### src/rtl/dlw_pkg.sv
package dlw_pkg;
  localparam int DESC_WORDS = 6;
  localparam int OFS_FLAG   = 0;
  localparam int OFS_HI     = 1;
  localparam int OFS_LO     = 2;
  localparam int OFS_LEN    = 3;
  localparam int OFS_ST1    = 4;
  localparam int OFS_ST2    = 5;
  localparam logic [15:0] FLAG_SEEN = 16'hC000;
  localparam int BIT_VALID  = 15;
  localparam int BIT_CHAIN  = 14;
  localparam int BIT_EOM    = 13;
  localparam int BIT_SETUP  = 12;
  localparam int BIT_ODDEND = 7;
  localparam int BIT_ODDBEG = 6;

  typedef enum logic [1:0] {WD_FLAG, WD_ST1, WD_ST2} wdSel_e;

  typedef enum logic [2:0] {
    S_IDLE, S_RD_HI, S_WR_FLAG, S_RD_LO, S_RD_LEN, S_BUF, S_WR_ST2, S_WR_ST1
  } walkState_e;

  typedef struct packed {
    logic       loadPtr;
    logic       capHi;
    logic       capLo;
    logic       capLen;
    logic       capStatus;
    logic       chainPtr;
    logic       advancePtr;
    logic [2:0] wordSel;
    wdSel_e     wdSel;
  } ctlStrobes_t;
endpackage

### src/rtl/dlwDatapath.sv
module dlwDatapath
  import dlw_pkg::*;
#(
  parameter int AW = 22,
  parameter int DW = 16
) (
  input  logic          clk,
  input  logic          rstN,
  input  ctlStrobes_t   strobes,
  input  logic [AW-1:0] listBase,
  input  logic [DW-1:0] memRdata,
  input  logic [DW-1:0] bufStatus1,
  input  logic [DW-1:0] bufStatus2,
  output logic [AW-1:0] memAddr,
  output logic [DW-1:0] memWdata,
  output logic [AW-1:0] bufAddr,
  output logic [DW-1:0] bufWords,
  output logic [3:0]    bufCtrl,
  output logic          validBit,
  output logic          chainBit,
  output logic          eomBit
);
  localparam int HI_BITS = AW - DW;

  logic [AW-1:0] descPtr;
  logic [DW-1:0] hiWord, loWord, lenWord, stat1, stat2;

  always_ff @(posedge clk) begin
    if (!rstN) begin
      descPtr <= '0;
      hiWord  <= '0;
      loWord  <= '0;
      lenWord <= '0;
      stat1   <= '0;
      stat2   <= '0;
    end else begin
      if (strobes.loadPtr)    descPtr <= listBase;
      if (strobes.advancePtr) descPtr <= descPtr + AW'(DESC_WORDS);
      if (strobes.chainPtr)   descPtr <= {hiWord[HI_BITS-1:0], memRdata};
      if (strobes.capHi)      hiWord  <= memRdata;
      if (strobes.capLo)      loWord  <= memRdata;
      if (strobes.capLen)     lenWord <= memRdata;
      if (strobes.capStatus) begin
        stat1 <= bufStatus1;
        stat2 <= bufStatus2;
      end
    end
  end

  assign memAddr = descPtr + AW'(strobes.wordSel);

  always_comb begin
    unique case (strobes.wdSel)
      WD_ST1:  memWdata = stat1;
      WD_ST2:  memWdata = stat2;
      default: memWdata = FLAG_SEEN;
    endcase
  end

  assign bufAddr  = {hiWord[HI_BITS-1:0], loWord};
  assign bufWords = DW'(0) - lenWord;
  assign bufCtrl  = {hiWord[BIT_EOM], hiWord[BIT_SETUP],
                     hiWord[BIT_ODDEND], hiWord[BIT_ODDBEG]};
  assign validBit = hiWord[BIT_VALID];
  assign chainBit = hiWord[BIT_CHAIN];
  assign eomBit   = hiWord[BIT_EOM];
endmodule

### src/rtl/dlwControl.sv
module dlwControl
  import dlw_pkg::*;
(
  input  logic        clk,
  input  logic        rstN,
  input  logic        start,
  input  logic        intEnable,
  input  logic        memAck,
  input  logic        memErr,
  input  logic        bufDone,
  input  logic        validBit,
  input  logic        chainBit,
  input  logic        eomBit,
  output ctlStrobes_t strobes,
  output logic        memReq,
  output logic        memWe,
  output logic        bufCmdValid,
  output logic        busy,
  output logic        listInvalid,
  output logic        nexMem,
  output logic        irq
);
  walkState_e state, nextState;
  logic memOk;

  assign memOk       = memAck && !memErr;
  assign memReq      = state inside {S_RD_HI, S_WR_FLAG, S_RD_LO, S_RD_LEN, S_WR_ST2, S_WR_ST1};
  assign memWe       = state inside {S_WR_FLAG, S_WR_ST2, S_WR_ST1};
  assign bufCmdValid = (state == S_BUF);
  assign busy        = (state != S_IDLE);

  always_comb begin
    strobes   = '0;
    nextState = state;
    unique case (state)
      S_IDLE: if (start) begin
        strobes.loadPtr = 1'b1;
        nextState       = S_RD_HI;
      end
      S_RD_HI: begin
        strobes.wordSel = 3'(OFS_HI);
        if (memOk) begin
          strobes.capHi = 1'b1;
          nextState     = S_WR_FLAG;
        end
      end
      S_WR_FLAG: begin
        strobes.wordSel = 3'(OFS_FLAG);
        strobes.wdSel   = WD_FLAG;
        if (memOk) nextState = validBit ? S_RD_LO : S_IDLE;
      end
      S_RD_LO: begin
        strobes.wordSel = 3'(OFS_LO);
        if (memOk) begin
          if (chainBit) begin
            strobes.chainPtr = 1'b1;
            nextState        = S_RD_HI;
          end else begin
            strobes.capLo = 1'b1;
            nextState     = S_RD_LEN;
          end
        end
      end
      S_RD_LEN: begin
        strobes.wordSel = 3'(OFS_LEN);
        if (memOk) begin
          strobes.capLen = 1'b1;
          nextState      = S_BUF;
        end
      end
      S_BUF: if (bufDone) begin
        strobes.capStatus = 1'b1;
        nextState         = S_WR_ST2;
      end
      S_WR_ST2: begin
        strobes.wordSel = 3'(OFS_ST2);
        strobes.wdSel   = WD_ST2;
        if (memOk) nextState = S_WR_ST1;
      end
      S_WR_ST1: begin
        strobes.wordSel = 3'(OFS_ST1);
        strobes.wdSel   = WD_ST1;
        if (memOk) begin
          strobes.advancePtr = 1'b1;
          nextState          = S_RD_HI;
        end
      end
      default: nextState = S_IDLE;
    endcase
    if (memReq && memErr) nextState = S_IDLE;
  end

  always_ff @(posedge clk) begin
    if (!rstN) begin
      state       <= S_IDLE;
      listInvalid <= 1'b0;
      nexMem      <= 1'b0;
      irq         <= 1'b0;
    end else begin
      state <= nextState;
      irq   <= (state == S_WR_ST1) && memOk && eomBit && intEnable;
      if (state == S_IDLE && start) begin
        listInvalid <= 1'b0;
        nexMem      <= 1'b0;
      end
      if (state == S_WR_FLAG && memOk && !validBit) listInvalid <= 1'b1;
      if (memReq && memErr) nexMem <= 1'b1;
    end
  end


  mem_hold_chk: assert property (@(posedge clk) disable iff (!rstN)
    memReq && !memAck && !memErr |=> memReq && $stable(memWe) && $stable(strobes.wordSel));


  irq_pulse_chk: assert property (@(posedge clk) disable iff (!rstN)
    irq |=> !irq);


  invalid_idle_chk: assert property (@(posedge clk) disable iff (!rstN)
    $rose(listInvalid) |-> !busy && !memReq);


  nexmem_cause_chk: assert property (@(posedge clk) disable iff (!rstN)
    $rose(nexMem) |-> $past(memErr) && !busy);
endmodule

### src/rtl/dmaListWalker.sv
module dmaListWalker
  import dlw_pkg::*;
#(
  parameter int AW = 22,
  parameter int DW = 16
) (
  input  logic          clk,
  input  logic          rstN,
  input  logic          start,
  input  logic [AW-1:0] listBase,
  input  logic          intEnable,
  output logic          memReq,
  output logic          memWe,
  output logic [AW-1:0] memAddr,
  output logic [DW-1:0] memWdata,
  input  logic          memAck,
  input  logic          memErr,
  input  logic [DW-1:0] memRdata,
  output logic          bufCmdValid,
  output logic [AW-1:0] bufAddr,
  output logic [DW-1:0] bufWords,
  output logic [3:0]    bufCtrl,
  input  logic          bufDone,
  input  logic [DW-1:0] bufStatus1,
  input  logic [DW-1:0] bufStatus2,
  output logic          busy,
  output logic          listInvalid,
  output logic          nexMem,
  output logic          irq
);
  ctlStrobes_t strobes;
  logic validBit, chainBit, eomBit;

  dlwControl i_control (
    .clk, .rstN, .start, .intEnable, .memAck, .memErr, .bufDone,
    .validBit, .chainBit, .eomBit, .strobes, .memReq, .memWe,
    .bufCmdValid, .busy, .listInvalid, .nexMem, .irq
  );

  dlwDatapath #(.AW(AW), .DW(DW)) i_datapath (
    .clk, .rstN, .strobes, .listBase, .memRdata, .bufStatus1, .bufStatus2,
    .memAddr, .memWdata, .bufAddr, .bufWords, .bufCtrl,
    .validBit, .chainBit, .eomBit
  );


  mem_data_hold_chk: assert property (@(posedge clk) disable iff (!rstN)
    memReq && !memAck && !memErr |=> $stable(memAddr) && $stable(memWdata));


  buf_cmd_hold_chk: assert property (@(posedge clk) disable iff (!rstN)
    bufCmdValid && !bufDone |=> bufCmdValid && $stable(bufAddr)
                                && $stable(bufWords) && $stable(bufCtrl));
endmodule

### config.mk
export PLATFORM = sky130hd
export DESIGN_NAME = dmaListWalker
export DESIGN_NICKNAME = d
export VERILOG_FILES = /design/src/rtl/dlw_pkg.sv /design/src/rtl/dlwDatapath.sv /design/src/rtl/dlwControl.sv /design/src/rtl/dmaListWalker.sv
export SDC_FILE = /design/constraint.sdc
export NUM_CORES = 1
export LEC_CHECK = 0
export ABC_AREA = 1
export BUFFER_PORTS_ARGS = -buffer_cell sky130_fd_sc_hd__buf_2
export CAP_MARGIN = 20
export CORE_MARGIN = 2
export CORE_UTILIZATION = 56
export DETAILED_ROUTE_END_ITERATION = 6
export GPL_ROUTABILITY_DRIVEN = 1
export PLACE_DENSITY = 0.86
export SLEW_MARGIN = 0
export SYNTH_ARGS = -nofsm -noshare
export SYNTH_HDL_FRONTEND = slang
export SYNTH_SLANG_ARGS = --single-unit
### constraint.sdc
create_clock -name clk -period 5.6 [get_ports clk]
set_clock_uncertainty 0.1 [all_clocks]
set_input_delay 1.12 -clock clk [delete_from_list [all_inputs] [get_ports clk]]
set_output_delay 1.12 -clock clk [all_outputs]
set_load 0.01 [all_outputs]
==> results.json <==
{
  "status": "complete, no violations",
  "switchingPower_uw": 631,
  "antenna_found_initial": 0,
  "cts_hold_buf": 0,
  "overflow": 0,
  "cp.arrival_ns": 3.10,
  "routedWlPerCell_um": 14.3,
  "postSynthNetCount": 889,
  "crit_path_end_kind": "output pin",
  "p_leak_nw": 3.07,
  "n_antenna_cell": 0,
  "synthAdderAreaFrac_pct": 1.48,
  "ys_top_cells_by_area": "dfxtp_1, o21ai_0, nand2_1",
  "dr.pass1.iters": 7,
  "swShare_pct": 35.7,
  "clkTransAtPathRegs_ns": 0.09,
  "clock_latency_ns": 0.36,
  "hold_viol": 0,
  "cts.sinks": 104,
  "cp.required_ns": 4.38,
  "place_worst_setup_slack_ns": 1.74,
  "synth_top_family_by_area": "compound AO/OA/AOI/OAI gates",
  "wirelength_um": 15400,
  "startpoint_type": "register",
  "io_pins": 164,
  "ys_seq_elements": 104,
  "clockBufferDepth": 2,
  "dr_total_vias": 5752,
  "grt_usage_pct": 27.9,
  "drv_slew": 0,
  "synth_mux_area_share_pct": 0,
  "final_layout_size_suffix_gt1_share_pct": 21.8,
  "hold_path_class": "reg2reg",
  "core_um2": 9730,
  "num_rows": 36,
  "final_net_count": 1024,
  "grt_pass1_wl_um": 24600,
  "cts_setup_buffers": 0,
  "cts_resized": 0,
  "drtIter0Drc": 321,
  "slew_headroom_pct": 34.0,
  "synth-simple-area-share_pct": 21.4,
  "fin_tns_setup_ns": 0,
  "die_w_um": 104,
  "p_per_area_nw_per_um2": 272,
  "seqPwrFrac_pct": 49.6,
  "synth_area_um2": 5580,
  "cts_root_buf": "clkbuf_8",
  "grt_pass1_vias": 5204,
  "peakVddDrop_mv": 0.140,
  "avgViaCountPerCell": 5.34,
  "yosysTopAreaCellShare_pct": 37.3,
  "place.gp.congestion": 0.925,
  "die-height_um": 104,
  "worstMarginPinSlew_ns": 0.990,
  "ff_latch_area_um2": 2080,
  "synthDistinctLibCells": 41,
  "io_buffers": 163,
  "grt_max_degree": 71,
  "synth-seq-area-share_pct": 37.3,
  "ant_nets": 0,
  "cp_max_fo": 8,
  "synthXorXnorAreaFrac_pct": 5.97,
  "final.setup.worst_slack_ns": 1.28,
  "syn-instance-count": 806,
  "setup_viol": 0,
  "cts_tree": "yes",
  "finalCritPeriodShare_pct": 77.2,
  "fill_cells": 903,
  "dieArea_um2": 10800,
  "fmax_mhz": 231,
  "drv_cap": 0,
  "critical_path_class": "reg2out",
  "power_frac_clock_pct": 23.4,
  "htreeDepth": 3,
  "area_growth_pct": 16.8,
  "synth-compound-area-share_pct": 22.3,
  "power_frac_comb_pct": 27.1,
  "p_int_mw": 1.14,
  "period_needed_ns": 4.32,
  "multi_input_area_um2": 2860,
  "initial_core_util_pct": 57.3,
  "place_hpwl_um": 11600,
  "yosysTopAreaCell": "dfxtp_1",
  "drt_drc_violations_left": 0,
  "avgSynthCellArea_um2": 6.92,
  "synth_warnings": 0,
  "rsz0062_at_grt": "false",
  "numCtsBuffers": 9
}
## stage by stage
stage | total power, mW | hold WS [ns] | area (um2) | std cells | utilization, %
after global routing | 1.87 | 0.375 | 6510 | 1077 | 66.9
after global placement | 1.36 | 0.341 | 6350 | 1063 | 65.3
final | 1.77 | 0.356 | 6510 | 1077 | 66.9
after detailed placement | 1.37 | 0.347 | 6350 | 1063 | 65.3
after floorplan | 1.20 | 0.330 | 5580 | 806 | -
after CTS | 1.77 | 0.361 | 6510 | 1077 | 66.9
## power by group through the flow
| stage | combinational, mW | clock [mW] | sequential (mW) |
|---|---|---|---|
| 2_1_floorplan | 0.331 | 0 | 0.871 |
| 3_3_place_gp | 0.469 | 0 | 0.889 |
| 3_5_place_dp | 0.477 | 0 | 0.891 |
| 4_1_cts | 0.479 | 0.417 | 0.874 |
| 5_1_grt | 0.539 | 0.450 | 0.885 |
| 6_report | 0.479 | 0.413 | 0.877 |
## critical path, cell delays in order (launching register included)
cell and delay [ns]:
dfxtp_1 0.55, inv_1 0.15, nand2_1 0.11, nor2_1 0.04, inv_1 0.11, nand2_1 0.06
ha_1 0.19, inv_1 0.07, fa_1 0.20, nor2_1 0.06, o21ai_0 0.53, nor2_1 0.17
nand2_1 0.15, nor2_1 0.06, xor2_1 0.13, buf_2 0.14
## per-layer routing
layer	share of wire (%)	GRT usage (%)	vias to the layer above
met5	0	0	-
met3	8.7	6.86	33
met2	48	47.9	243
met4	3.1	11.1	0
li1	-	-	2882
met1	40	33.5	2594
## cell families (layout without fill, tap and decap cells)
| group | count (synthesis) | in the layout |
|---|---|---|
| AOI/OAI and AO/OA | 232 | 232 |
| xor gates and xnor gates | 38 | 38 |
| adders and majority gates | 6 | 6 |
| buffers and inverters | 152 | 290 |
| DFF | 104 | 104 |
| and+or+nand+nor | 274 | 274 |
## cell type report
class | count | area share (%)
clock buffers | 10 | 1.96
clock inverters | 4 | 0.480
inverters | 112 | 6.50
multi-input cells | 550 | 43.9
flip-flops and latches | 104 | 32.0
well taps | 133 | 2.56
repair buffers | 164 | 12.6
## cells in the mapped netlist, drive strengths merged
master	count
a211oi	1
a21oi	82
a22oi	2
a31oi	3
and2	1
buf	24
clkbuf	16
dfxtp	104
fa	1
ha	5
inv	112
nand2	112
nand3	43
nand3b	1
nand4	6
nor2	99
nor3	8
nor4	1
o211ai	2
o21a	1
o21ai	123
o21bai	3
o22ai	15
or2	3
xnor2	8
xor2	30
## sequential cells by signal, indices dropped and copies added, names as in the netlist, 3 cells and up
name / cells
i_datapath.hiWord: 12
i_datapath.lenWord: 16
i_control.state: 3
i_datapath.stat1: 16
i_datapath.loWord: 16
i_datapath.stat2: 16
i_datapath.descPtr: 22
## layout by cell type (no fill, tap or decap), drive strengths merged, types with 2 or more instances in the layout
cell type  instances
or2                3
o211ai             2
nand3             43
xor2              30
nor2              99
dfxtp            104
xnor2              8
buf              164
a31oi              3
inv              113
o22ai             15
clkinvlp           3
o21bai             3
ha                 5
clkbuf            10
o21ai            123
a21oi             82
nand2            112
a22oi              2
nand4              6
nor3               8
## final timing paths
| path | from | cells past startpoint | endpoint | slack [ns] |
|---|---|---|---|---|
| worst max-delay path | i_control.state[2]$_SDFFE_PP0P_ | 15 | memAddr[18] | 1.28 |
| worst min-delay path | i_datapath.stat2[10]$_SDFFE_PN0P_ | 2 | i_datapath.stat2[10]$_SDFFE_PN0P_ | 0.36 |
| worst max register to register | i_control.state[2]$_SDFFE_PP0P_ | 7 | i_datapath.descPtr[0]$_SDFFE_PN0P_ | 3.34 |
| worst min register to register | i_datapath.stat2[10]$_SDFFE_PN0P_ | 2 | i_datapath.stat2[10]$_SDFFE_PN0P_ | 0.36 |
Power figures use the tool's default switching activity.
